[src/rtl/led_cmd_pkg.sv]
package led_cmd_pkg;

    typedef enum logic [2:0] {
        ST_WAIT,    // no packet open, or packet not for us
        ST_ADDR,    // next byte is the address
        ST_SUB,     // next byte is a channel selector or the period byte
        ST_DATA,    // next byte is the brightness for the chosen target
        ST_SEQ      // sequential fill of channels
    } dec_state_e;

    localparam logic [7:0] BYTE_START  = 8'hFF;
    localparam logic [7:0] BYTE_COMMIT = 8'h81;
    localparam logic [7:0] SEL_ALL     = 8'h40;
    localparam logic [7:0] SEL_SEQ     = 8'h60;

endpackage

[src/rtl/ser_edge_sync.sv]
module ser_edge_sync #(
    parameter int STAGES = 2
) (
    input  logic clk,
    input  logic rst,
    input  logic ser_clk,
    input  logic ser_dat,
    output logic dat_s,
    output logic clk_rise,
    output logic clk_fall
);
    typedef struct packed {
        logic [STAGES-1:0] ck_pipe;
        logic [STAGES-1:0] dt_pipe;
        logic              ck_prev;
    } sync_t;

    sync_t s_d, s_q;

    always_comb begin
        s_d         = s_q;
        s_d.ck_pipe = {s_q.ck_pipe[STAGES-2:0], ser_clk};
        s_d.dt_pipe = {s_q.dt_pipe[STAGES-2:0], ser_dat};
        s_d.ck_prev = s_q.ck_pipe[STAGES-1];
    end

    always_ff @(posedge clk) begin
        if (rst) s_q <= '0;
        else     s_q <= s_d;
    end

    assign dat_s    = s_q.dt_pipe[STAGES-1];
    assign clk_rise =  s_q.ck_pipe[STAGES-1] & ~s_q.ck_prev;
    assign clk_fall = ~s_q.ck_pipe[STAGES-1] &  s_q.ck_prev;
endmodule

[src/rtl/ser_byte_shift.sv]
module ser_byte_shift #(
    parameter int BYTE_W = 8
) (
    input  logic              clk,
    input  logic              rst,
    input  logic              dat_s,
    input  logic              clk_rise,
    input  logic              clk_fall,
    output logic              byte_vld,
    output logic [BYTE_W-1:0] byte_val
);
    localparam int CNT_W = $clog2(BYTE_W + 1);

    typedef struct packed {
        logic [BYTE_W-1:0] sh;
        logic [CNT_W-1:0]  cnt;
        logic              vld;
        logic [BYTE_W-1:0] out;
    } shift_t;

    shift_t b_d, b_q;

    always_comb begin
        b_d     = b_q;
        b_d.vld = 1'b0;
        if (clk_rise) begin
            b_d.sh  = {b_q.sh[BYTE_W-2:0], dat_s};
            b_d.cnt = b_q.cnt + CNT_W'(1);
        end else if (clk_fall && b_q.cnt == CNT_W'(BYTE_W)) begin
            b_d.vld = 1'b1;
            b_d.out = b_q.sh;
            b_d.cnt = '0;
        end
    end

    always_ff @(posedge clk) begin
        if (rst) b_q <= '0;
        else     b_q <= b_d;
    end

    assign byte_vld = b_q.vld;
    assign byte_val = b_q.out;
endmodule

[src/rtl/led_pkt_fsm.sv]
module led_pkt_fsm
    import led_cmd_pkg::*;
#(
    parameter int NUM_CH = 24,
    parameter int ID_W   = 6,
    parameter int DUTY_W = 7,
    localparam int CH_W  = $clog2(NUM_CH),
    localparam int SEQ_W = $clog2(NUM_CH + 1)
) (
    input  logic              clk,
    input  logic              rst,
    input  logic              byte_vld,
    input  logic [7:0]        byte_val,
    input  logic [ID_W-1:0]   local_id,
    output logic              wr_valid,
    output logic              wr_all,
    output logic [CH_W-1:0]   wr_chan,
    output logic [DUTY_W-1:0] wr_duty,
    output logic              commit
);
    localparam logic [6:0]       NCH7  = 7'(NUM_CH);
    localparam logic [SEQ_W-1:0] NCHS  = SEQ_W'(NUM_CH);

    typedef struct packed {
        dec_state_e        st;
        logic [CH_W-1:0]   tgt;
        logic              tgt_all;
        logic [SEQ_W-1:0]  idx;
        logic              wr;
        logic              wall;
        logic [CH_W-1:0]   wch;
        logic [DUTY_W-1:0] duty;
        logic              cmt;
    } fsm_t;

    fsm_t f_d, f_q;

    logic       addr_hit;
    logic [6:0] sel_num;
    logic [6:0] sel_idx;
    logic       sel_ok;

    always_comb begin
        addr_hit = ~byte_val[7] & (byte_val[0] | (byte_val[ID_W:1] == local_id));
        sel_num  = byte_val[7:1];
        sel_idx  = sel_num - 7'd1;
        sel_ok   = ~byte_val[0] && sel_num != 7'd0 && sel_num <= NCH7;
    end

    always_comb begin
        f_d      = f_q;
        f_d.wr   = 1'b0;
        f_d.wall = 1'b0;
        f_d.cmt  = 1'b0;
        if (byte_vld) begin
            if (byte_val == BYTE_START) begin
                f_d.st = ST_ADDR;
            end else begin
                unique case (f_q.st)
                    ST_WAIT: f_d.st = ST_WAIT;
                    ST_ADDR: f_d.st = addr_hit ? ST_SUB : ST_WAIT;
                    ST_SUB: begin
                        if (byte_val == BYTE_COMMIT) begin
                            f_d.cmt = 1'b1;
                            f_d.st  = ST_WAIT;
                        end else if (byte_val == SEL_ALL) begin
                            f_d.tgt_all = 1'b1;
                            f_d.st      = ST_DATA;
                        end else if (byte_val == SEL_SEQ) begin
                            f_d.idx = '0;
                            f_d.st  = ST_SEQ;
                        end else if (sel_ok) begin
                            f_d.tgt_all = 1'b0;
                            f_d.tgt     = sel_idx[CH_W-1:0];
                            f_d.st      = ST_DATA;
                        end else begin
                            f_d.st = ST_WAIT;
                        end
                    end
                    ST_DATA: begin
                        if (byte_val == BYTE_COMMIT) begin
                            f_d.cmt = 1'b1;
                            f_d.st  = ST_WAIT;
                        end else begin
                            f_d.wr   = 1'b1;
                            f_d.wall = f_q.tgt_all;
                            f_d.wch  = f_q.tgt_all ? '0 : f_q.tgt;
                            f_d.duty = byte_val[DUTY_W:1];
                            f_d.st   = ST_SUB;
                        end
                    end
                    ST_SEQ: begin
                        if (byte_val == BYTE_COMMIT) begin
                            f_d.cmt = 1'b1;
                            f_d.st  = ST_WAIT;
                        end else if (f_q.idx < NCHS) begin
                            f_d.wr   = 1'b1;
                            f_d.wch  = f_q.idx[CH_W-1:0];
                            f_d.duty = byte_val[DUTY_W:1];
                            f_d.idx  = f_q.idx + SEQ_W'(1);
                        end
                    end
                    default: f_d.st = ST_WAIT;
                endcase
            end
        end
    end

    always_ff @(posedge clk) begin
        if (rst) f_q <= '{st: ST_WAIT, default: '0};
        else     f_q <= f_d;
    end

    assign wr_valid = f_q.wr;
    assign wr_all   = f_q.wall;
    assign wr_chan  = f_q.wch;
    assign wr_duty  = f_q.duty;
    assign commit   = f_q.cmt;
endmodule

[src/rtl/led_cmd_decoder.sv]
module led_cmd_decoder #(
    parameter int NUM_CH      = 24,
    parameter int ID_W        = 6,
    parameter int DUTY_W      = 7,
    parameter int SYNC_STAGES = 2,
    localparam int CH_W       = $clog2(NUM_CH)
) (
    input  logic              clk,
    input  logic              rst,
    input  logic              ser_clk,
    input  logic              ser_dat,
    input  logic [ID_W-1:0]   local_id,
    output logic              wr_valid,
    output logic              wr_all,
    output logic [CH_W-1:0]   wr_chan,
    output logic [DUTY_W-1:0] wr_duty,
    output logic              commit
);
    logic       dat_s, ck_rise, ck_fall;
    logic       byte_vld;
    logic [7:0] byte_val;

    ser_edge_sync #(.STAGES(SYNC_STAGES)) u_sync (
        .clk(clk), .rst(rst), .ser_clk(ser_clk), .ser_dat(ser_dat),
        .dat_s(dat_s), .clk_rise(ck_rise), .clk_fall(ck_fall)
    );

    ser_byte_shift #(.BYTE_W(8)) u_shift (
        .clk(clk), .rst(rst), .dat_s(dat_s), .clk_rise(ck_rise),
        .clk_fall(ck_fall), .byte_vld(byte_vld), .byte_val(byte_val)
    );

    led_pkt_fsm #(.NUM_CH(NUM_CH), .ID_W(ID_W), .DUTY_W(DUTY_W)) u_fsm (
        .clk(clk), .rst(rst), .byte_vld(byte_vld), .byte_val(byte_val),
        .local_id(local_id), .wr_valid(wr_valid), .wr_all(wr_all),
        .wr_chan(wr_chan), .wr_duty(wr_duty), .commit(commit)
    );
endmodule

[config.mk]
export PLATFORM = sky130hd
export DESIGN_NAME = led_cmd_decoder
export DESIGN_NICKNAME = d
export VERILOG_FILES = /design/src/rtl/led_cmd_pkg.sv /design/src/rtl/ser_edge_sync.sv /design/src/rtl/ser_byte_shift.sv /design/src/rtl/led_pkt_fsm.sv /design/src/rtl/led_cmd_decoder.sv
export SDC_FILE = /design/constraint.sdc
export NUM_CORES = 1
export LEC_CHECK = 0
export ABC_AREA = 1
export BUFFER_PORTS_ARGS = -buffer_cell sky130_fd_sc_hd__buf_2
export CORE_MARGIN = 4
export CORE_UTILIZATION = 25
export CTS_CLUSTER_SIZE = 8
export DETAILED_ROUTE_END_ITERATION = 6
export PLACE_DENSITY_LB_ADDON = 0.12
export SYNTH_ARGS = -nofsm -noshare
export SYNTH_HDL_FRONTEND = slang
export SYNTH_SLANG_ARGS = --single-unit
export TNS_END_PERCENT = 5
[constraint.sdc]
create_clock -name clk -period 1.8 [get_ports clk]
set_input_delay 0.09 -clock clk [delete_from_list [all_inputs] [get_ports clk]]
set_output_delay 0.09 -clock clk [all_outputs]
set_load 0.05 [all_outputs]
==> results.json, run 1 <==
{
  "crit_arrival_ns": 1.79,
  "clkTransAtPathRegs_ns": 0.10,
  "ys_types": 34,
  "first_global_vias": 2282,
  "crit_top_cell": "nor2_1",
  "rsz0062_at_grt": "false",
  "synth_ff_type": "dfxtp_1",
  "seq_area_sq_um": 1110,
  "rows": 37,
  "crit_buf_inv": 1,
  "cts.sinks": 55,
  "track_usage": 0.107,
  "postSynthNetCount": 400,
  "clkLatencyLatePin_ns": 0.30,
  "period_minus_slack_ns": 1.60,
  "synth_top_cell_by_area": "dfxtp_1",
  "gp_congestion": 0.801,
  "tns_ns": 0,
  "critPathKind": "reg2reg",
  "drt-vias-per-instance": 4.22,
  "num_antenna_cells": 0,
  "synthTopCellsByArea": "dfxtp_1 (41%), nand2_1 (10%), nor2_1 (9.2%), inv_1 (6.4%), o21ai_0 (5.8%)",
  "cp_max_fo": 5,
  "die_area_sq_um": 12500,
  "path_cells": "inv_1 > nand2_1 > nor2_1 > nand3_1 > mux2i_2 > nand2_2 > nor2_1 > nor2_1",
  "vdd_drop_max_v": 0.000272,
  "cts_setup_buffers": 0,
  "cts_tree": "built",
  "synth_enable_flop_cells": 0,
  "fin_cells": 540,
  "nets": 419,
  "overflow": 0,
  "seqPwrFrac": 0.584,
  "crit_path_end_kind": "flop",
  "slew-limit-headroom": 0.808,
  "cp_slowest_cell": "dfxtp_4",
  "synthArstFlopShare": 0,
  "drt_first_pass_iters": 4,
  "max-cap-violations": 0,
  "worst_setup_path_start_kind": "flop",
  "p_clk_frac": 0.376,
  "synth_top_cell_area_share": 0.409,
  "synth_area_sq_um": 2690,
  "wl_per_cell_um": 11.7,
  "min_period_over_period": 0.886,
  "hp-class": "in2reg",
  "layout-drive-gt1-share": 0.146,
  "tightest_slew_ns": 0.286,
  "synthCells": 385,
  "power_leakage_nw": 1.35,
  "synth_common_cells": "nand2_1 (72), nor2_1 (66), dfxtp_1 (55), inv_1 (46), o21ai_0 (31)",
  "internal-power_mw": 1.67,
  "cts-root-buf": "clkbuf_8",
  "fmax_ghz": 0.627,
  "skew_ns": 0.00898,
  "die_h_um": 112,
  "status": "complete, no violations",
  "grt_first_pass_wirelength_um": 11000,
  "comb_power_share": 0.040,
  "synth_warnings": 0,
  "nFillCells": 1193,
  "syn_area_per_cell_sq_um": 6.99,
  "initial_utilization": 0.258,
  "synth.most_common_cell": "nand2_1",
  "multiInputGateArea_sq_um": 1240,
  "numCtsBuffers": 5,
  "drc": 0,
  "vias": 2279,
  "core_area_sq_um": 10400,
  "cts_max_level": 2,
  "setup_violations": 0,
  "cp_top_family": "simple AND/OR/NAND/NOR gates",
  "cts.path.max_buffers": 2,
  "drtIter0Drc": 73,
  "io_buffers": 24,
  "ff2ff_setup_slack_ns": 0.20,
  "grt_start_max_net_pins": 20,
  "hpwl_um": 4820,
  "slowest_delay_ns": 0.38,
  "synth.yosys.seq_area_share": 0.409,
  "switching_share": 0.212,
  "ant_nets": 0,
  "ioPinCount": 25,
  "fp.dieW_um": 112,
  "required_ns": 2.00,
  "drt-total-wl_um": 6330,
  "power.density_nw_per_um2": 700,
  "area_growth_pct": 12.5,
  "synth_seq_cells": 55,
  "hold_viol_final": 0,
  "dp.cells": 531,
  "antenna_found_initial": 0,
  "p_switching_uw": 449,
  "slew_violations": 0
}
tightest hold or removal path, stage by stage:
cell	delay (ns)
buf_2	0.09
buf_4	0.22
a21oi_1	0.06
registers in the layout (all words and copies together) (netlist names), 3 cells and up:
| register | flops |
|---|---|
| u_fsm.f_q | 14 |
| u_fsm.wr_duty | 7 |
| u_shift.byte_val | 8 |
| u_sync.s_d | 3 |
| u_fsm.wr_chan | 5 |
| u_shift.b_q | 12 |
cells in the final DEF, fill, tap and decap left out, types with 5 or more instances in the layout:
cell type and instances:
a21oi_1 29, buf_2 24, buf_4 10, clkbuf_8 5, dfxtp_1 51, ha_1 5, inv_1 46, nand2_1 71
nand3_1 16, nor2_1 66, nor3_1 7, o21ai_0 31, o21ai_1 6
path summary, 6_finish.rpt:
path	startpoint	end	depth (start not counted)
min reg2reg	u_sync.s_d[2]	u_sync.dat_s	2
min	rst	u_fsm.f_q[17]	3
max	u_shift.byte_val[2]	u_fsm.f_q[15]	8
max reg2reg	u_shift.byte_val[2]	u_fsm.f_q[15]	8
routing by layer:
layer / global-route usage / vias to the layer above / part of all wire
met5: 0 / - / 0
met4: 0.0284 / 0 / 0.0065
met3: 0.0217 / 2 / 0.025
met2: 0.173 / 20 / 0.46
met1: 0.144 / 1017 / 0.50
li1: - / 1240 / -
through the flow:
step                      setup WS, ns  hold WS [ns]  power [mW]  instance area, sq um  utilization
after global routing           0.00571         0.230        2.23                  3030        0.291
after floorplan                  0.330         0.197        1.32                  2690            -
after CTS                       0.0879         0.211        2.17                  3010        0.289
final                            0.204         0.208        2.12                  3030        0.291
after global placement          0.0973         0.292        1.35                  2890        0.277
after detailed placement         0.118         0.298        1.35                  2890        0.277
area by class of cell:
class,count,share of cell area
repair buffers,36,0.0711
inverters,51,0.0636
multi-input cells,255,0.408
well taps,136,0.0562
clock inverters,1,0.00992
flip-flops and latches,55,0.367
clock buffers,6,0.0240
what timing repair did:
action,4_1_cts,5_1_grt
resized for setup,0,8
hold buffers,2,0
hold endpoints to repair,2,0
setup endpoints to repair,0,17
logic make-up after synthesis:
kind of cell,share of synthesized area
AO/OA/AOI/OAI,0.133
XOR/XNOR,0.0163
adder cells (fa/ha/maj),0.0232
buffers and inverters,0.134
flip-flops,0.409
multiplexers,0.00372
AND/OR/NAND/NOR,0.281
power groups by stage:
stage / combinational (mW) / clock, mW / sequential (mW)
after floorplan: 0.0523 / 0 / 1.27
after global placement: 0.0850 / 0 / 1.27
after detailed placement: 0.0856 / 0 / 1.27
after CTS: 0.0889 / 0.846 / 1.24
after global routing: 0.102 / 0.890 / 1.24
final: 0.0856 / 0.796 / 1.24
No activity file was read; power rests on OpenSTA's default activity.
==> run 2: changes to the inputs <==
- RECOVER_POWER: unset -> 100
==> results.json, run 2 (synthesis gave the netlist of run 1 again) <==
{
  "status": "complete, no violations",
  "r2r_start": "u_shift.byte_val[2]",
  "final_cell_mix": "nand2_1 (71), nor2_1 (66), dfxtp_1 (51)",
  "die_area_sq_um": 12500,
  "largest_reg_flops": 14,
  "hpwl_um": 4820,
  "area_growth_pct": 11.5,
  "max-cap-violations": 0,
  "multiInputGateArea_sq_um": 1240,
  "grt_start_max_net_pins": 20,
  "wl_per_cell_um": 11.8,
  "track_usage": 0.107,
  "power.density_nw_per_um2": 705,
  "dp.cells": 531,
  "num_antenna_cells": 0,
  "whs_ns": 0.209,
  "numCtsBuffers": 5,
  "holdPathStages": 3,
  "ff2ff_setup_slack_ns": 0.21,
  "power_mw": 2.12,
  "slew_violations": 0,
  "hp-class": "in2reg",
  "overflow": 0,
  "crit_path_end_kind": "flop",
  "first_global_vias": 2282,
  "r2r-end": "u_fsm.f_q[15]",
  "tightest_slew_ns": 0.599,
  "vias": 2282,
  "worst_setup_path_start_kind": "flop",
  "critPathKind": "reg2reg",
  "skew_ns": 0.00898,
  "pre_cts_ws_ns": 0.118,
  "regMostFlops": "u_fsm.f_q",
  "nFillCells": 1204,
  "rows": 37,
  "cp_max_fo": 5,
  "clkLatencyLatePin_ns": 0.30,
  "cts-root-buf": "clkbuf_8",
  "required_ns": 2.00,
  "cts_setup_buffers": 0,
  "drc": 0,
  "hold_viol_final": 0,
  "gp_congestion": 0.801,
  "setup_violations": 0,
  "drtIter0Drc": 76,
  "fin_util": 0.288,
  "drt-vias-per-instance": 4.23,
  "drt-total-wl_um": 6350,
  "hold-path-endpoint": "u_fsm.f_q[17]",
  "drt_first_pass_iters": 4,
  "cts_max_level": 2,
  "vdd_drop_max_v": 0.000272,
  "rr_worst_depth": 8,
  "seq_area_sq_um": 1110,
  "finalInstanceArea_sq_um": 3000,
  "grt_first_pass_wirelength_um": 11000,
  "ant_nets": 0,
  "fin_cells": 540,
  "power_leakage_nw": 1.28,
  "place_area_sq_um": 2890,
  "crit_arrival_ns": 1.79,
  "clkTransAtPathRegs_ns": 0.10,
  "critPathLaunch": "u_shift.byte_val[2]",
  "antenna_found_initial": 0,
  "cts.sinks": 55,
  "ioPinCount": 25,
  "die_h_um": 112,
  "nets": 419,
  "fin_ws_ns": 0.208,
  "cts.path.max_buffers": 2,
  "core_area_sq_um": 10400,
  "period_minus_slack_ns": 1.59,
  "final_common_cell": "nand2_1",
  "rsz0062_at_grt": "false",
  "tns_ns": 0,
  "holdCritStartpoint": "rst",
  "io_buffers": 24,
  "slew-limit-headroom": 0.603,
  "fmax_ghz": 0.628,
  "min_period_over_period": 0.885,
  "initial_utilization": 0.258,
  "fp.dieW_um": 112,
  "cts_tree": "built",
  "layout-drive-gt1-share": 0.106
}
## run 2: changes by cell type in the layout (fill, tap and decap cells not counted), sizes merged
cell,previous run,this run
buf,34,17
clkbuf,6,23
## run 2: repair_timing
action	4_1_cts	5_1_grt
hold endpoints to repair	2	0
hold buffers	2	0
gates resized for setup	0	8
setup endpoints to repair	0	17
## run 2: layer usage
layer,share of wire,vias to the layer above,GRT usage
met5,0,-,0
met4,0.0065,0,0.0284
met3,0.024,2,0.0217
met1,0.51,1023,0.144
met2,0.46,18,0.173
li1,-,1239,-
## run 2: power by group
part | internal (mW) | leakage [nW] | switching (mW) | total, mW
Clock | 0.409 | 0.0513 | 0.388 | 0.797
Sequential | 1.23 | 0.447 | 0.00878 | 1.24
Combinational | 0.0326 | 0.782 | 0.0523 | 0.0849
Total | 1.67 | 1.28 | 0.449 | 2.12
## run 2: layout make-up
type | count | area share
inverters | 51 | 0.0642
flip-flops and latches | 55 | 0.370
clock buffers | 6 | 0.0242
clock inverters | 1 | 0.0100
multi-input cells | 255 | 0.412
repair buffers | 36 | 0.0633
well taps | 136 | 0.0567
## run 2: worst max path at each step
stage                     slack [ns]               end
after global placement           0.1  u_fsm.wr_chan[2]
after detailed placement        0.12     u_fsm.f_q[15]
after floorplan                 0.33     u_fsm.f_q[22]
after global routing           0.006     u_fsm.f_q[15]
after CTS                       0.09     u_fsm.f_q[15]
final                           0.21     u_fsm.f_q[15]
## run 2: worst max-delay path, cell delays in order (launching register included)
cell and delay [ns]:
dfxtp_4 0.38, inv_1 0.14, nand2_1 0.09, nor2_1 0.17, nand3_1 0.16, mux2i_2 0.26
nand2_2 0.13, nor2_1 0.10, nor2_1 0.05
